File: src/rtl/tpa_pkg.sv
`timescale 1ns/1ps
package tpa_pkg;
    localparam int DW       = 32;
    localparam int OWW      = 2 * DW;
    localparam int OP_W     = 6;
    localparam int CNT_W    = 4;
    localparam int CNT_LSB  = 22;
    localparam int WIDE_BIT = 5;
    localparam int DATA_BIT = 4;
    localparam logic [OP_W-1:0] NOP_OP = '0;

    typedef logic [DW-1:0] dword_t;

    typedef enum logic [1:0] {
        ST_CMD    = 2'd0,
        ST_CMD_HI = 2'd1,
        ST_DATA   = 2'd2
    } seq_st_e;

    typedef struct packed {
        logic             wide;
        logic             has_data;
        logic [CNT_W:0]   dwords;
    } cmd_info_t;

    typedef struct packed {
        logic hold;
        logic emit;
        logic solo;
        logic ctl;
    } act_t;

    function automatic dword_t nop_word();
        dword_t w;
        w = '0;
        w[OP_W-1:0] = NOP_OP;
        return w;
    endfunction

    function automatic cmd_info_t decode_cmd(input logic [OP_W-1:0] op,
                                             input logic [CNT_W-1:0] cnt);
        cmd_info_t i;
        i.wide     = op[WIDE_BIT];
        i.has_data = op[DATA_BIT];
        i.dwords   = {1'b0, cnt} + 1'b1;
        return i;
    endfunction
endpackage

File: src/rtl/tpa_decode.sv
`timescale 1ns/1ps
module tpa_decode
    import tpa_pkg::*;
(
    input  logic [OP_W-1:0]  op,
    input  logic [CNT_W-1:0] cnt,
    output cmd_info_t        info
);
    always_comb info = decode_cmd(op, cnt);
endmodule

File: src/rtl/tpa_seq.sv
`timescale 1ns/1ps
module tpa_seq
    import tpa_pkg::*;
(
    input  logic      clk,
    input  logic      rst,
    input  logic      fire,
    input  cmd_info_t info,
    output act_t      act,
    output logic      upper,
    output seq_st_e   st
);
    logic [CNT_W:0] rem;
    logic           pend_data;
    logic [CNT_W:0] pend_cnt;

    // Placement of the incoming doubleword, given the packet position
    always_comb begin
        act = '0;
        case (st)
            ST_CMD: begin
                act.ctl = 1'b1;
                if (info.wide) act.hold = 1'b1;
                else begin
                    act.emit = 1'b1;
                    act.solo = 1'b1;
                end
            end
            ST_CMD_HI: begin
                act.ctl  = 1'b1;
                act.emit = 1'b1;
            end
            ST_DATA: begin
                act.ctl = 1'b0;
                if (upper) act.emit = 1'b1;
                else if (rem == 1) begin
                    act.emit = 1'b1;
                    act.solo = 1'b1;
                end else act.hold = 1'b1;
            end
            default: act = '0;
        endcase
    end

    always_ff @(posedge clk) begin
        if (rst) begin
            st        <= ST_CMD;
            rem       <= '0;
            upper     <= 1'b0;
            pend_data <= 1'b0;
            pend_cnt  <= '0;
        end else if (fire) begin
            case (st)
                ST_CMD: begin
                    if (info.wide) begin
                        st        <= ST_CMD_HI;
                        upper     <= 1'b1;
                        pend_data <= info.has_data;
                        pend_cnt  <= info.dwords;
                    end else if (info.has_data) begin
                        st  <= ST_DATA;
                        rem <= info.dwords;
                    end
                end
                ST_CMD_HI: begin
                    upper <= 1'b0;
                    if (pend_data) begin
                        st  <= ST_DATA;
                        rem <= pend_cnt;
                    end else st <= ST_CMD;
                end
                ST_DATA: begin
                    rem   <= rem - 1'b1;
                    upper <= act.hold;
                    if (rem == 1) st <= ST_CMD;
                end
                default: st <= ST_CMD;
            endcase
        end
    end


    data_count_live_chk: assert property (@(posedge clk) disable iff (rst)
        (st == ST_DATA) |-> (rem != 0));


    last_data_returns_chk: assert property (@(posedge clk) disable iff (rst)
        (fire && st == ST_DATA && rem == 1) |=> (st == ST_CMD && !upper));
endmodule

File: src/rtl/tpa_pack.sv
`timescale 1ns/1ps
module tpa_pack
    import tpa_pkg::*;
(
    input  logic           clk,
    input  logic           rst,
    input  logic           fire,
    input  act_t           act,
    input  dword_t         in_data,
    input  logic           out_ready,
    output logic           out_valid,
    output logic [OWW-1:0] out_data,
    output logic [1:0]     out_ctl,
    output logic           lo_full,
    output logic           slot_free
);
    dword_t lo;
    logic   lo_ctl;

    assign slot_free = !out_valid || out_ready;

    always_ff @(posedge clk) begin
        if (rst) begin
            out_valid <= 1'b0;
            out_data  <= '0;
            out_ctl   <= '0;
            lo        <= '0;
            lo_ctl    <= 1'b0;
            lo_full   <= 1'b0;
        end else begin
            if (out_valid && out_ready) out_valid <= 1'b0;
            if (fire && act.hold) begin
                lo      <= in_data;
                lo_ctl  <= act.ctl;
                lo_full <= 1'b1;
            end
            if (fire && act.emit) begin
                out_valid <= 1'b1;
                if (act.solo) begin
                    out_data <= {nop_word(), in_data};
                    out_ctl  <= {1'b1, act.ctl};
                end else begin
                    out_data <= {in_data, lo};
                    out_ctl  <= {act.ctl, lo_ctl};
                    lo_full  <= 1'b0;
                end
            end
        end
    end


    stall_hold_chk: assert property (@(posedge clk) disable iff (rst)
        (out_valid && !out_ready) |=> (out_valid && $stable(out_data) && $stable(out_ctl)));


    pair_needs_lower_chk: assert property (@(posedge clk) disable iff (rst)
        (fire && act.emit && !act.solo) |-> lo_full);


    solo_lower_empty_chk: assert property (@(posedge clk) disable iff (rst)
        (fire && act.emit && act.solo) |-> !lo_full);


    ctl_legal_chk: assert property (@(posedge clk) disable iff (rst)
        out_valid |-> (out_ctl != 2'b01));
endmodule

File: src/rtl/tpa_aligner.sv
`timescale 1ns/1ps
module tpa_aligner
    import tpa_pkg::*;
(
    input  logic        clk,
    input  logic        rst,
    input  logic        in_valid,
    output logic        in_ready,
    input  logic [31:0] in_data,
    output logic        out_valid,
    input  logic        out_ready,
    output logic [63:0] out_data,
    output logic [1:0]  out_ctl
);
    cmd_info_t info;
    act_t      act;
    seq_st_e   st;
    logic      upper;
    logic      lo_full;
    logic      slot_free;
    logic      fire;

    assign in_ready = slot_free;
    assign fire     = in_valid && slot_free;

    tpa_decode u_dec (
        .op   (in_data[OP_W-1:0]),
        .cnt  (in_data[CNT_LSB +: CNT_W]),
        .info (info)
    );

    tpa_seq u_seq (
        .clk   (clk),
        .rst   (rst),
        .fire  (fire),
        .info  (info),
        .act   (act),
        .upper (upper),
        .st    (st)
    );

    tpa_pack u_pack (
        .clk       (clk),
        .rst       (rst),
        .fire      (fire),
        .act       (act),
        .in_data   (in_data),
        .out_ready (out_ready),
        .out_valid (out_valid),
        .out_data  (out_data),
        .out_ctl   (out_ctl),
        .lo_full   (lo_full),
        .slot_free (slot_free)
    );


    half_track_chk: assert property (@(posedge clk) disable iff (rst)
        upper == lo_full);


    cmd_lower_chk: assert property (@(posedge clk) disable iff (rst)
        (st == ST_CMD) |-> !lo_full);
endmodule

File: config.mk
export PLATFORM = sky130hd
export DESIGN_NAME = tpa_aligner
export DESIGN_NICKNAME = d
export VERILOG_FILES = /design/src/rtl/tpa_pkg.sv /design/src/rtl/tpa_decode.sv /design/src/rtl/tpa_seq.sv /design/src/rtl/tpa_pack.sv /design/src/rtl/tpa_aligner.sv
export SDC_FILE = /design/constraint.sdc
export NUM_CORES = 1
export LEC_CHECK = 0
export ABC_CLOCK_PERIOD_IN_PS = 5800
export CAP_MARGIN = 20
export CORE_ASPECT_RATIO = 1.1
export CORE_MARGIN = 3
export CORE_UTILIZATION = 25
export CTS_CLUSTER_SIZE = 30
export DETAILED_ROUTE_END_ITERATION = 8
export HOLD_SLACK_MARGIN = 0.12
export PLACE_DENSITY_LB_ADDON = 0.15
export SYNTH_ARGS = -nofsm -noshare
export SYNTH_HDL_FRONTEND = slang
export SYNTH_SLANG_ARGS = --single-unit
File: constraint.sdc
create_clock -name clk -period 5.8 [get_ports clk]
set_clock_uncertainty 0.2 [all_clocks]
set_input_delay 0.58 -clock clk [delete_from_list [all_inputs] [get_ports clk]]
set_output_delay 0.58 -clock clk [all_outputs]
set_load 0.01 [all_outputs]
==> impl_metrics.prom <==
# TYPE chip_impl_metric gauge
chip_impl_info{name="outcome",value="finished, final reports clean"} 1
chip_impl_metric{name="final_antenna_net_count",unit=""} 0
chip_impl_info{name="synth_top_family_by_area",value="compound AO/OA/AOI/OAI gates"} 1
chip_impl_metric{name="leakage",unit="nW"} 2.48
chip_impl_metric{name="asyncSetResetFlopFracSynth",unit="%"} 0
chip_impl_metric{name="critical_path_peak_fanout",unit=""} 37
chip_impl_info{name="worstSetupStartpointType",value="register"} 1
chip_impl_metric{name="ys_types",unit=""} 53
chip_impl_metric{name="avgRoutedWirePerCell",unit="µm"} 16.6
chip_impl_metric{name="rows",unit=""} 53
chip_impl_metric{name="flow.area_growth_from_synthesis",unit="%"} 35.4
chip_impl_metric{name="cts-buffers-inserted",unit=""} 17
chip_impl_info{name="worst_setup_path_end_kind",value="register"} 1
chip_impl_metric{name="timing.reg2reg.worst_path_depth",unit=""} 6
chip_impl_metric{name="grt_start_max_net_pins",unit=""} 79
chip_impl_info{name="critPathKind",value="reg -> reg"} 1
chip_impl_metric{name="clock_power_share",unit="%"} 46.5
chip_impl_metric{name="drt_pre_antenna_iters",unit=""} 4
chip_impl_metric{name="top_level_ports",unit=""} 104
chip_impl_metric{name="setup-tns-final",unit="ns"} 0
chip_impl_info{name="r2r_start",value="u_seq.st[1]"} 1
chip_impl_metric{name="synth_xor_xnor_area_share",unit="%"} 0.695
chip_impl_metric{name="setup-violations-final",unit=""} 0
chip_impl_metric{name="cts_repair_resize_count",unit=""} 0
chip_impl_metric{name="crit_arrival",unit="ns"} 3.49
chip_impl_metric{name="first_global_vias",unit=""} 4472
chip_impl_metric{name="hold_viol_final",unit=""} 0
chip_impl_metric{name="initial_standard_cell_utilization_of_the_core",unit="%"} 25.9
chip_impl_metric{name="power.sequential.fraction",unit="%"} 36.2
chip_impl_info{name="worstHoldEndpoint",value="u_pack.lo[5]"} 1
chip_impl_metric{name="core",unit="mm²"} 0.0194
chip_impl_metric{name="ys.warnings.count",unit=""} 0
chip_impl_metric{name="avg_inst_size_synth",unit="µm²"} 8.97
chip_impl_metric{name="layout-drive-gt1-share",unit="%"} 8.87
chip_impl_metric{name="die_area",unit="mm²"} 0.0219
chip_impl_metric{name="number_of_max_capacitance_violations_reported",unit=""} 0
chip_impl_metric{name="slew_viol_final",unit=""} 0
chip_impl_metric{name="hpwlAfterDp",unit="µm"} 9460
chip_impl_info{name="worst_hold_startpoint",value="u_pack.lo[5]"} 1
chip_impl_metric{name="peakVddDrop",unit="mV"} 0.223
chip_impl_info{name="cts_tree",value="done"} 1
chip_impl_metric{name="grt_first_pass_wirelength",unit="µm"} 23900
chip_impl_metric{name="netlist_area",unit="mm²"} 0.00504
chip_impl_info{name="class_of_the_worst_hold_path",value="reg -> reg"} 1
chip_impl_metric{name="synth_compound_area_share",unit="%"} 21.7
chip_impl_metric{name="drt_iter0_markers",unit=""} 285
chip_impl_metric{name="die_w",unit="µm"} 141
chip_impl_metric{name="period_needed",unit="ns"} 3.39
chip_impl_metric{name="detailroute.via_count",unit=""} 4368
chip_impl_metric{name="fmaxAchievable",unit="GHz"} 0.295
chip_impl_metric{name="hold-path-cell-count",unit=""} 2
chip_impl_metric{name="number_of_synthesized_flops_with_an_enable_pin",unit=""} 0
chip_impl_metric{name="synthesis.nets",unit=""} 605
chip_impl_info{name="setup_repair_after_global_routing_missed_its_margin",value="false"} 1
chip_impl_metric{name="gp_congestion",unit=""} 0.797
chip_impl_metric{name="r2r_slack",unit="ns"} 2.41
chip_impl_metric{name="cts_hold_repair.buffers",unit=""} 0
chip_impl_metric{name="cts.path.max_buffers",unit=""} 2
chip_impl_metric{name="cts.clk_slew.worst_paths",unit="ns"} 0.06
chip_impl_info{name="cts.root.buffer_cell",value="sky130_fd_sc_hd__clkbuf_16"} 1
chip_impl_metric{name="clkLatencyLatePin",unit="ns"} 0.41
chip_impl_metric{name="yosys.area_share.adder",unit="%"} 1.74
chip_impl_metric{name="cp_data_required_time",unit="ns"} 5.90
chip_impl_metric{name="worstMarginPinSlew",unit="ns"} 0.992
chip_impl_metric{name="drt_drc_violations_left",unit=""} 0
chip_impl_metric{name="fin_nets",unit=""} 684
chip_impl_metric{name="fin_crit_sh",unit="%"} 58.4
chip_impl_metric{name="cts.htree.levels",unit=""} 4
chip_impl_metric{name="grt_antenna_before_repair",unit=""} 0
chip_impl_metric{name="switching_power",unit="mW"} 0.659
chip_impl_metric{name="p_int",unit="mW"} 1.81
chip_impl_metric{name="syn_inst",unit=""} 562
chip_impl_metric{name="grt-ovfl-total",unit=""} 0
chip_impl_metric{name="place.port_buffers",unit=""} 103
chip_impl_metric{name="global_route.usage.total",unit="%"} 13.7
chip_impl_metric{name="yosys_register_bits",unit=""} 114
chip_impl_metric{name="swShare",unit="%"} 26.7
chip_impl_metric{name="post-cts-setup-buffers",unit=""} 0
chip_impl_metric{name="post_drt_via_cell_ratio",unit=""} 4.85
chip_impl_metric{name="synth_sequential_area_ratio",unit="%"} 45.3
chip_impl_metric{name="max-slew-margin-rel",unit="%"} 33.9
chip_impl_metric{name="die-height",unit="µm"} 155
chip_impl_info{name="synth_ff_type",value="sky130_fd_sc_hd__dfxtp_1"} 1
chip_impl_metric{name="combPwrFrac",unit="%"} 17.3
chip_impl_metric{name="clock-sinks",unit=""} 114
chip_impl_metric{name="routed_wirelength",unit="µm"} 14900
chip_impl_metric{name="multiplexer_fraction_of_the_synthesized_cell_area",unit="%"} 7.15
chip_impl_metric{name="yosys.area_share.simple",unit="%"} 15.0
chip_impl_metric{name="total_power_per_unit_cell_area",unit="mW/mm²"} 362
chip_impl_info{name="regToRegEndpoint",value="u_pack.out_data[49]"} 1
chip_impl_metric{name="hold_ws",unit="ns"} 0.248
chip_impl_metric{name="antenna-diode-count",unit=""} 0
area by class of cell:
cell class	instances	area, µm²
inverters	44	165
repair buffers	106	1060
multi-input cells	358	2350
fillers	1977	12600
clock buffers	19	443
clock inverters	13	209
flip-flops and latches	114	2280
well taps	247	309
per-stage QoR:
stage | util (%) | std cells | power, mW | cell area [µm²] | setup slack [ns]
2_1_floorplan | - | 562 | 1.17 | 5040 | 3.63
5_1_grt | 35.1 | 901 | 2.58 | 6820 | 2.16
3_5_place_dp | 31.7 | 868 | 1.34 | 6150 | 2.02
4_1_cts | 35.0 | 900 | 2.50 | 6800 | 2.38
6_report | 35.1 | 901 | 2.47 | 6820 | 2.41
3_3_place_gp | 31.7 | 868 | 1.33 | 6150 | 2.16
sequential cells by signal, indices dropped and copies added (netlist names):
signal and count:
u_seq.pend_data 1, u_pack.lo_ctl 1, u_seq.upper 1, u_pack.out_data 64, u_pack.lo 32, u_pack.out_ctl 2
u_seq.rem 5, u_pack.out_valid 1, u_seq.pend_cnt 5, u_seq.st 2
cell usage after synthesis, drive strengths merged, types with 3 or more instances:
cell | instances | area, µm²
a21oi | 42 | 210
a221oi | 4 | 35.0
a311oi | 32 | 293
buf | 23 | 174
clkbuf | 23 | 86.3
dfxtp | 114 | 2280
ha | 7 | 87.6
inv | 43 | 161
mux2i | 36 | 360
nand2 | 130 | 488
nand2b | 5 | 31.3
nand3 | 5 | 25.0
nand4 | 3 | 40.0
nor2 | 9 | 33.8
nor2b | 4 | 27.5
o2111ai | 4 | 35.0
o211ai | 3 | 22.5
o21a | 3 | 22.5
o21ai | 8 | 40.0
o22ai | 3 | 18.8
o32ai | 31 | 324
xor2 | 3 | 26.3
power by group through the flow:
stage,Combinational (mW),Sequential (mW),Clock (mW)
after CTS,0.431,0.894,1.17
after global placement,0.423,0.910,0
after global routing,0.470,0.902,1.21
after detailed placement,0.429,0.910,0
after floorplan,0.253,0.916,0
final,0.427,0.894,1.15
how the worst max path moves through the flow:
stage,depth (start not counted),end,slack (ns),start
final,6,u_pack.out_data[49],2.41,u_seq.st[1]
after global routing,5,u_pack.out_data[49],2.16,u_seq.st[0]
after CTS,6,u_pack.out_data[49],2.38,u_seq.st[0]
after detailed placement,5,u_pack.out_data[49],2.02,in_data[5]
after global placement,5,u_pack.out_data[49],2.16,in_data[5]
after floorplan,9,u_pack.out_data[61],3.63,u_seq.st[0]
critical path, stage by stage (launching register included):
cell,delay [ns]
sky130_fd_sc_hd__dfxtp_1,0.34
sky130_fd_sc_hd__inv_1,0.08
sky130_fd_sc_hd__ha_1,0.29
sky130_fd_sc_hd__nor2b_2,0.33
sky130_fd_sc_hd__o311a_2,0.72
sky130_fd_sc_hd__nand3_2,0.87
sky130_fd_sc_hd__o32ai_1,0.39
cell usage in the layout (no fill, tap or decap), types with 2 or more instances in the layout:
master | synthesis | layout
sky130_fd_sc_hd__or4_1 | 2 | 2
sky130_fd_sc_hd__buf_4 | 1 | 2
sky130_fd_sc_hd__o2111ai_1 | 4 | 4
sky130_fd_sc_hd__clkbuf_16 | 0 | 17
sky130_fd_sc_hd__mux2i_1 | 36 | 36
sky130_fd_sc_hd__nand3_1 | 5 | 4
sky130_fd_sc_hd__bufinv_16 | 0 | 5
sky130_fd_sc_hd__clkinv_4 | 0 | 3
sky130_fd_sc_hd__or3_1 | 2 | 2
sky130_fd_sc_hd__o31ai_1 | 2 | 2
sky130_fd_sc_hd__clkinvlp_4 | 0 | 3
sky130_fd_sc_hd__and3_1 | 2 | 2
sky130_fd_sc_hd__o22ai_1 | 3 | 3
sky130_fd_sc_hd__nor2b_1 | 3 | 3
sky130_fd_sc_hd__xor2_1 | 3 | 3
sky130_fd_sc_hd__clkinv_2 | 0 | 2
sky130_fd_sc_hd__a311oi_2 | 2 | 2
sky130_fd_sc_hd__o21a_1 | 3 | 2
sky130_fd_sc_hd__a311oi_1 | 30 | 30
sky130_fd_sc_hd__nand2_1 | 130 | 130
sky130_fd_sc_hd__o21ai_0 | 7 | 7
sky130_fd_sc_hd__nor2_1 | 9 | 9
sky130_fd_sc_hd__o32ai_2 | 7 | 7
sky130_fd_sc_hd__clkdlybuf4s50_1 | 0 | 102
sky130_fd_sc_hd__inv_1 | 42 | 42
sky130_fd_sc_hd__a21oi_1 | 42 | 42
sky130_fd_sc_hd__o211ai_1 | 3 | 3
sky130_fd_sc_hd__o32ai_1 | 24 | 24
sky130_fd_sc_hd__dfxtp_1 | 114 | 114
sky130_fd_sc_hd__ha_1 | 7 | 7
sky130_fd_sc_hd__a221oi_1 | 4 | 4
sky130_fd_sc_hd__nand2b_1 | 5 | 5
logic make-up after synthesis:
family | Yosys count
fa+ha+maj | 7
simple gates | 170
flops | 114
buf+inv | 90
mux | 36
xor+xnor | 4
compound gates | 141
layer usage:
layer,vias to the layer above,part of all wire [%],wire length [µm],GRT usage [%]
met1,2034,46,6810,18.1
met3,28,6.7,1010,4.09
met5,-,0,0,0
met2,140,45,6780,20.6
met4,0,2.3,351,6.28
li1,2166,-,-,-
Note: power is estimated with default switching activity, not from simulation.
